File: config.mk
export PLATFORM = sky130hd
export DESIGN_NAME = slt_table
export DESIGN_NICKNAME = d
export VERILOG_FILES = /design/src/rtl/slt_pkg.sv /design/src/rtl/slt_entry.sv /design/src/rtl/slt_alloc.sv /design/src/rtl/slt_table.sv
export SDC_FILE = /design/constraint.sdc
export NUM_CORES = 2
export LEC_CHECK = 0
export CORE_MARGIN = 4
export CORE_UTILIZATION = 55
export DETAILED_ROUTE_END_ITERATION = 10
export DONT_BUFFER_PORTS = 1
export PLACE_DENSITY = 0.77
export SLEW_MARGIN = 20
export SYNTH_ARGS = -nofsm -noshare
export SYNTH_HDL_FRONTEND = slang
export SYNTH_SLANG_ARGS = --single-unit
File: constraint.sdc
create_clock -name clk -period 6.5 [get_ports clk]
set_clock_uncertainty 0.05 [all_clocks]
set_input_delay 1.95 -clock clk [delete_from_list [all_inputs] [get_ports clk]]
set_output_delay 1.95 -clock clk [all_outputs]
set_load 0.05 [all_outputs]
File: src/rtl/slt_pkg.sv
package slt_pkg;

    // Access size codes: number of bytes is 1 << code
    typedef enum logic [1:0] {
        SZ_B1 = 2'd0,
        SZ_B2 = 2'd1,
        SZ_B4 = 2'd2,
        SZ_B8 = 2'd3
    } size_code_e;

    // Query modes: bit 0 = remove on hit, bit 1 = branch flavour
    typedef enum logic [1:0] {
        CHK_LD_KEEP = 2'd0,
        CHK_LD_DROP = 2'd1,
        CHK_BR_KEEP = 2'd2,
        CHK_BR_DROP = 2'd3
    } chk_mode_e;

    localparam int unsigned CMP_W = 65;

    function automatic logic [3:0] span_bytes(input logic [1:0] code);
        return 4'd1 << code;
    endfunction

    // Half-open byte ranges [a, a+len) and [b, b+len) intersect
    function automatic logic ranges_overlap(
        input logic [63:0] a_base,
        input logic [1:0]  a_code,
        input logic [63:0] b_base,
        input logic [1:0]  b_code
    );
        logic [CMP_W-1:0] a_lo, a_hi, b_lo, b_hi;
        a_lo = {1'b0, a_base};
        b_lo = {1'b0, b_base};
        a_hi = a_lo + CMP_W'(span_bytes(a_code));
        b_hi = b_lo + CMP_W'(span_bytes(b_code));
        return (a_lo < b_hi) && (b_lo < a_hi);
    endfunction

    function automatic logic mode_is_branch(input chk_mode_e m);
        return (m == CHK_BR_KEEP) || (m == CHK_BR_DROP);
    endfunction

    function automatic logic mode_drops(input chk_mode_e m);
        return (m == CHK_LD_DROP) || (m == CHK_BR_DROP);
    endfunction

endpackage

File: src/rtl/slt_entry.sv
module slt_entry
    import slt_pkg::*;
#(
    parameter int unsigned REG_W  = 7,
    parameter int unsigned ADDR_W = 32
) (
    input  logic              clk,
    input  logic              rst,
    input  logic              flush,
    input  logic              wr_en,
    input  logic [REG_W-1:0]  wr_reg,
    input  logic [ADDR_W-1:0] wr_addr,
    input  logic [1:0]        wr_size,
    input  logic              clr_en,
    input  logic              st_valid,
    input  logic [ADDR_W-1:0] st_addr,
    input  logic [1:0]        st_size,
    output logic              valid_o,
    output logic [REG_W-1:0]  reg_o,
    output logic              kill_o
);

    typedef struct packed {
        logic              vld;
        logic [REG_W-1:0]  rnum;
        logic [ADDR_W-1:0] addr;
        size_code_e        size;
    } rec_t;

    rec_t rec_q;

    // Snoop: live record overlapped by the store in flight
    assign kill_o = rec_q.vld && st_valid &&
                    ranges_overlap(64'(rec_q.addr), rec_q.size,
                                   64'(st_addr), st_size);

    assign valid_o = rec_q.vld;
    assign reg_o   = rec_q.rnum;

    // Write beats snoop kill and query removal in the same cycle
    always_ff @(posedge clk) begin
        if (rst) begin
            rec_q <= '0;
        end else if (flush) begin
            rec_q.vld <= 1'b0;
        end else if (wr_en) begin
            rec_q.vld  <= 1'b1;
            rec_q.rnum <= wr_reg;
            rec_q.addr <= wr_addr;
            rec_q.size <= size_code_e'(wr_size);
        end else if (kill_o || clr_en) begin
            rec_q.vld <= 1'b0;
        end
    end

endmodule

File: src/rtl/slt_alloc.sv
module slt_alloc #(
    parameter int unsigned NUM_ENTRIES = 16
) (
    input  logic                   clk,
    input  logic                   rst,
    input  logic                   flush,
    input  logic                   alloc,
    input  logic [NUM_ENTRIES-1:0] valid_vec,
    input  logic [NUM_ENTRIES-1:0] match_vec,
    output logic [NUM_ENTRIES-1:0] wr_vec
);

    localparam int unsigned PTR_W = (NUM_ENTRIES > 1) ? $clog2(NUM_ENTRIES) : 1;
    localparam logic [PTR_W-1:0] PTR_LAST = PTR_W'(NUM_ENTRIES - 1);

    logic [PTR_W-1:0] ptr_q;
    logic             evict;
    logic             found;

    // Same register first, then lowest empty slot, then rotation victim
    always_comb begin
        wr_vec = '0;
        evict  = 1'b0;
        found  = 1'b0;
        if (alloc) begin
            if (|match_vec) begin
                wr_vec = match_vec;
            end else if (!(&valid_vec)) begin
                for (int i = 0; i < NUM_ENTRIES; i++) begin
                    if (!valid_vec[i] && !found) begin
                        wr_vec[i] = 1'b1;
                        found     = 1'b1;
                    end
                end
            end else begin
                wr_vec[ptr_q] = 1'b1;
                evict         = 1'b1;
            end
        end
    end

    always_ff @(posedge clk) begin
        if (rst || flush) begin
            ptr_q <= '0;
        end else if (evict) begin
            ptr_q <= (ptr_q == PTR_LAST) ? '0 : ptr_q + 1'b1;
        end
    end

endmodule

File: src/rtl/slt_table.sv
module slt_table
    import slt_pkg::*;
#(
    parameter int unsigned NUM_ENTRIES = 16,
    parameter int unsigned REG_W       = 7,
    parameter int unsigned ADDR_W      = 32
) (
    input  logic              clk,
    input  logic              rst,
    input  logic              flush,
    input  logic              ld_valid,
    input  logic [REG_W-1:0]  ld_reg,
    input  logic [ADDR_W-1:0] ld_addr,
    input  logic [1:0]        ld_size,
    input  logic              st_valid,
    input  logic [ADDR_W-1:0] st_addr,
    input  logic [1:0]        st_size,
    input  logic              chk_valid,
    input  logic [REG_W-1:0]  chk_reg,
    input  logic [1:0]        chk_mode,
    output logic              rsp_valid,
    output logic              rsp_hit,
    output logic              rsp_reload,
    output logic              rsp_recover
);

    logic [NUM_ENTRIES-1:0] valid_vec;
    logic [NUM_ENTRIES-1:0] kill_vec;
    logic [NUM_ENTRIES-1:0] hit_vec;
    logic [NUM_ENTRIES-1:0] ld_match_vec;
    logic [NUM_ENTRIES-1:0] wr_vec;
    logic [NUM_ENTRIES-1:0] clr_vec;
    logic [REG_W-1:0]       reg_arr [NUM_ENTRIES];

    chk_mode_e mode;
    logic      query_drop;
    logic      query_branch;
    logic      query_live;

    assign mode         = chk_mode_e'(chk_mode);
    assign query_drop   = chk_valid && mode_drops(mode);
    assign query_branch = mode_is_branch(mode);
    // Store snoop resolves before the query: killed records do not hit
    assign query_live   = |(hit_vec & ~kill_vec);

    for (genvar g = 0; g < NUM_ENTRIES; g++) begin : g_slot
        assign hit_vec[g]      = valid_vec[g] && (reg_arr[g] == chk_reg);
        assign ld_match_vec[g] = valid_vec[g] && (reg_arr[g] == ld_reg);
        assign clr_vec[g]      = query_drop && hit_vec[g];

        slt_entry #(
            .REG_W  (REG_W),
            .ADDR_W (ADDR_W)
        ) u_entry (
            .clk      (clk),
            .rst      (rst),
            .flush    (flush),
            .wr_en    (wr_vec[g]),
            .wr_reg   (ld_reg),
            .wr_addr  (ld_addr),
            .wr_size  (ld_size),
            .clr_en   (clr_vec[g]),
            .st_valid (st_valid),
            .st_addr  (st_addr),
            .st_size  (st_size),
            .valid_o  (valid_vec[g]),
            .reg_o    (reg_arr[g]),
            .kill_o   (kill_vec[g])
        );
    end

    slt_alloc #(
        .NUM_ENTRIES (NUM_ENTRIES)
    ) u_alloc (
        .clk       (clk),
        .rst       (rst),
        .flush     (flush),
        .alloc     (ld_valid && !flush),
        .valid_vec (valid_vec),
        .match_vec (ld_match_vec),
        .wr_vec    (wr_vec)
    );

    always_ff @(posedge clk) begin
        if (rst) begin
            rsp_valid   <= 1'b0;
            rsp_hit     <= 1'b0;
            rsp_reload  <= 1'b0;
            rsp_recover <= 1'b0;
        end else begin
            rsp_valid   <= chk_valid;
            rsp_hit     <= chk_valid && query_live;
            rsp_reload  <= chk_valid && !query_live && !query_branch;
            rsp_recover <= chk_valid && !query_live && query_branch;
        end
    end

endmodule

==> metrics.cfg <==
[critical_path]
cp_max_fo=6
critical_path_arrival_ns=6.85
endpoint_kind=register
start_kind=input pin
path_class=input pin to register
required_ns=7.03

[cts]
clkTransAtPathRegs_ns=0.07
cts.sinks=680
cts_max_level=3
tritoncts=built
cts_buffer_depth=3
clock_latency_ns=0.68
cts_hold_buf=0
numCtsBuffers=81
clockRootBuffer=clkbuf_16

[timing]
setup_tns_ns=0
layout_min_cycle_time_ns=6.33
relSlewSlack=-0.701
final_max_slew_viol_count=514
worstMarginPinSlew_ns=2.55
finalHoldViolCount=0
fin_crit_sh=0.973
setup_viol=0
timing.fmax_ghz=0.158
fin_ws_ns=0.173

[global_route]
grt_max_degree=659
grt_pass1_wl_um=309000
antenna_found_initial=3
grt-ovfl-total=0
grt_use_total=0.347
grt_pass1_vias=51800

[cells_and_area]
fin_area_um2=66000
drive_above_1_share=0.0710
fin_nets=8310
syn_to_final_growth_pct=10.4

[synth]
async_flop_share=0
ys.flop_type=dfxtp_1
ys_seq_area_frac=0.228
synth-edff-count=0
synth_seq_cells=680
synth.top_cell.area_share=0.228
yosysTopAreaCell=dfxtp_1
synth_nets=8196
yosysUniqueCellTypes=83
syn_area_um2=59800
netlist_instances=7025
ys_warn_count=0
synth_area_per_cell_um2=8.52
yosys-top-cells-area=dfxtp_1 (23%), ha_1 (22%), mux2i_1 (10%), xnor2_1 (6.5%), nor2_1 (6.3%)

[worst_hold_path]
hold_class=register to register

[power_and_ir_drop]
p_per_area_nw_per_um2=156
ir_drop_uv=170
p_leak_nw=29.4

[die]
die_x_um=338
rows=120
die_area_um2=114000
core_um2=108000
ios=94
initial_core_util=0.556
die_h_um=338

[place]
post-place-ws_ns=-0.958
post-dp-hpwl_um=152000
placed_cell_area_um2=63000
numPortBuffers=0
place_congestion=1.07

[run_status]
status=finished, violations left
violations=slew limit

[drt]
vias=55100
antenna_left=0
drt_iter0_markers=6138
drt_wl_total_um=203000
routedWlPerCell_um=23.6
firstDrtPassIters=6
vias_per_cell=6.40
post-route-drc-count=0

[run]
max_cap_viol_count=0

[stage by stage]
| stage | power (mW) | hold slack, ns | cells | util |
|---|---|---|---|---|
| final | 10.3 | 0.429 | 8607 | 0.614 |
| after global routing | 10.6 | 0.459 | 8605 | 0.614 |
| after CTS | 10.3 | 0.437 | 8601 | 0.613 |
| after detailed placement | 5.37 | 0.429 | 8455 | 0.586 |
| after global placement | 5.32 | 0.421 | 8455 | 0.586 |
| after floorplan | 5.11 | 0.399 | 7025 | - |
[power breakdown]
part,switching (mW),total [mW],internal (mW)
sequential,0.0299,4.21,4.18
clock,2.02,4.98,2.95
combinational,0.603,1.11,0.507
[cell usage after synthesis, types with 25 or more instances]
library cell	number
a211oi_1	69
a21o_1	119
a21oi_1	408
a31oi_1	25
and2_1	42
and3_1	77
and4_1	76
buf_2	84
clkbuf_1	152
dfxtp_1	680
ha_1	1064
inv_1	93
mux2i_1	616
nand2_1	513
nand2b_1	28
nand3_1	221
nand4_1	260
nor2_1	1001
nor2b_1	85
nor3_1	76
nor3b_1	31
nor4_1	30
o211ai_1	38
o21a_1	26
o21ai_0	201
xnor2_1	442
xor2_1	293
[critical path: stages]
cell and delay [ns]:
nor2b_1 0.16, ha_1 0.27, a21o_1 0.18, a21oi_2 0.15
inv_1 0.06, a21oi_1 0.18, buf_4 0.17, nor3b_2 0.05
buf_4 0.15, and2_1 0.17, nand4_1 0.21, nor2_2 0.09
xnor2_2 0.21, buf_4 0.21, ha_1 0.19, or4_1 0.47
a21oi_1 0.14, a2bb2oi_1 0.19, a2111oi_4 0.31, o21ai_0 0.14
a2bb2o_1 0.42, nand2_1 0.12, o21ai_0 0.08, a211o_1 0.28
o31a_1 0.30
[cells by family (layout without fill, tap and decap cells)]
family	after synthesis	after routing	synth area share
xor+xnor	735	735	0.108
other cells	0	2	0
simple gates	2504	2504	0.199
buf+inv	338	515	0.0234
mux	616	616	0.103
compound gates	1071	1071	0.111
fa+ha+maj	1081	1081	0.228
flops	680	680	0.228
[metal layers]
metal  wire length [um]  part of all wire  up-vias  GRT usage
met1              85100              0.42    26000      0.474
met5                  0                 0        -          0
li1                   -                 -    25600          -
met4              12600             0.062        0      0.179
met3              23000              0.11      615     0.0759
met2              82700              0.41     2830      0.513
[cell type report]
class | count | area (um^2)
clock inverters | 34 | 453
well taps | 1403 | 1760
clock buffers | 112 | 2380
flip-flops and latches | 680 | 13600
inverters | 93 | 349
diodes | 2 | 5.00
repair buffers | 276 | 2200
multi-input cells | 6007 | 45300
fillers | 9078 | 41500
[state kept, by name, summed over array words and instances, names as in the netlist]
register and cells:
g_slot.u_entry.valid_o 16, rsp_hit 1, g_slot.u_entry.rec_q 544, u_alloc.ptr_q 4
rsp_valid 1, g_slot.u_entry.reg_o 112, rsp_reload 1, rsp_recover 1
[final timing paths]
check,cells past startpoint,startpoint,endpoint,slack (ns)
worst min register to register,2,g_slot[7].u_entry.rec_q[2]$_SDFFE_PP0P_,g_slot[7].u_entry.rec_q[2]$_SDFFE_PP0P_,0.43
worst min-delay path,2,g_slot[7].u_entry.rec_q[2]$_SDFFE_PP0P_,g_slot[7].u_entry.rec_q[2]$_SDFFE_PP0P_,0.43
worst max-delay path,25,st_size[0],rsp_hit$_SDFF_PP0_,0.17
worst max register to register,21,g_slot[15].u_entry.rec_q[0]$_SDFFE_PP0P_,rsp_recover$_SDFF_PP0_,0.46
[what timing repair did]
item,4_1_cts,5_1_grt
resized for setup,2,28
setup buffers,0,4
setup endpoints to repair,3,5
pin swaps,0,8
[cell usage in the layout, fill, tap and decap left out, drive strengths merged, types with 42 or more instances in the layout]
cell	netlist	layout
xnor2	442	442
a211oi	69	69
and2	42	42
a21o	119	119
clkbuf	152	112
nand4	262	262
o21ai	213	213
a21oi	408	408
mux2i	616	616
dfxtp	680	680
nand3	222	222
xor2	293	293
and3	77	77
nor2b	85	85
nor2	1002	1002
nor3	78	78
ha	1064	1064
buf	93	276
inv	93	97
and4	76	76
nand2	513	513
Note: power is estimated with default switching activity, not from simulation.
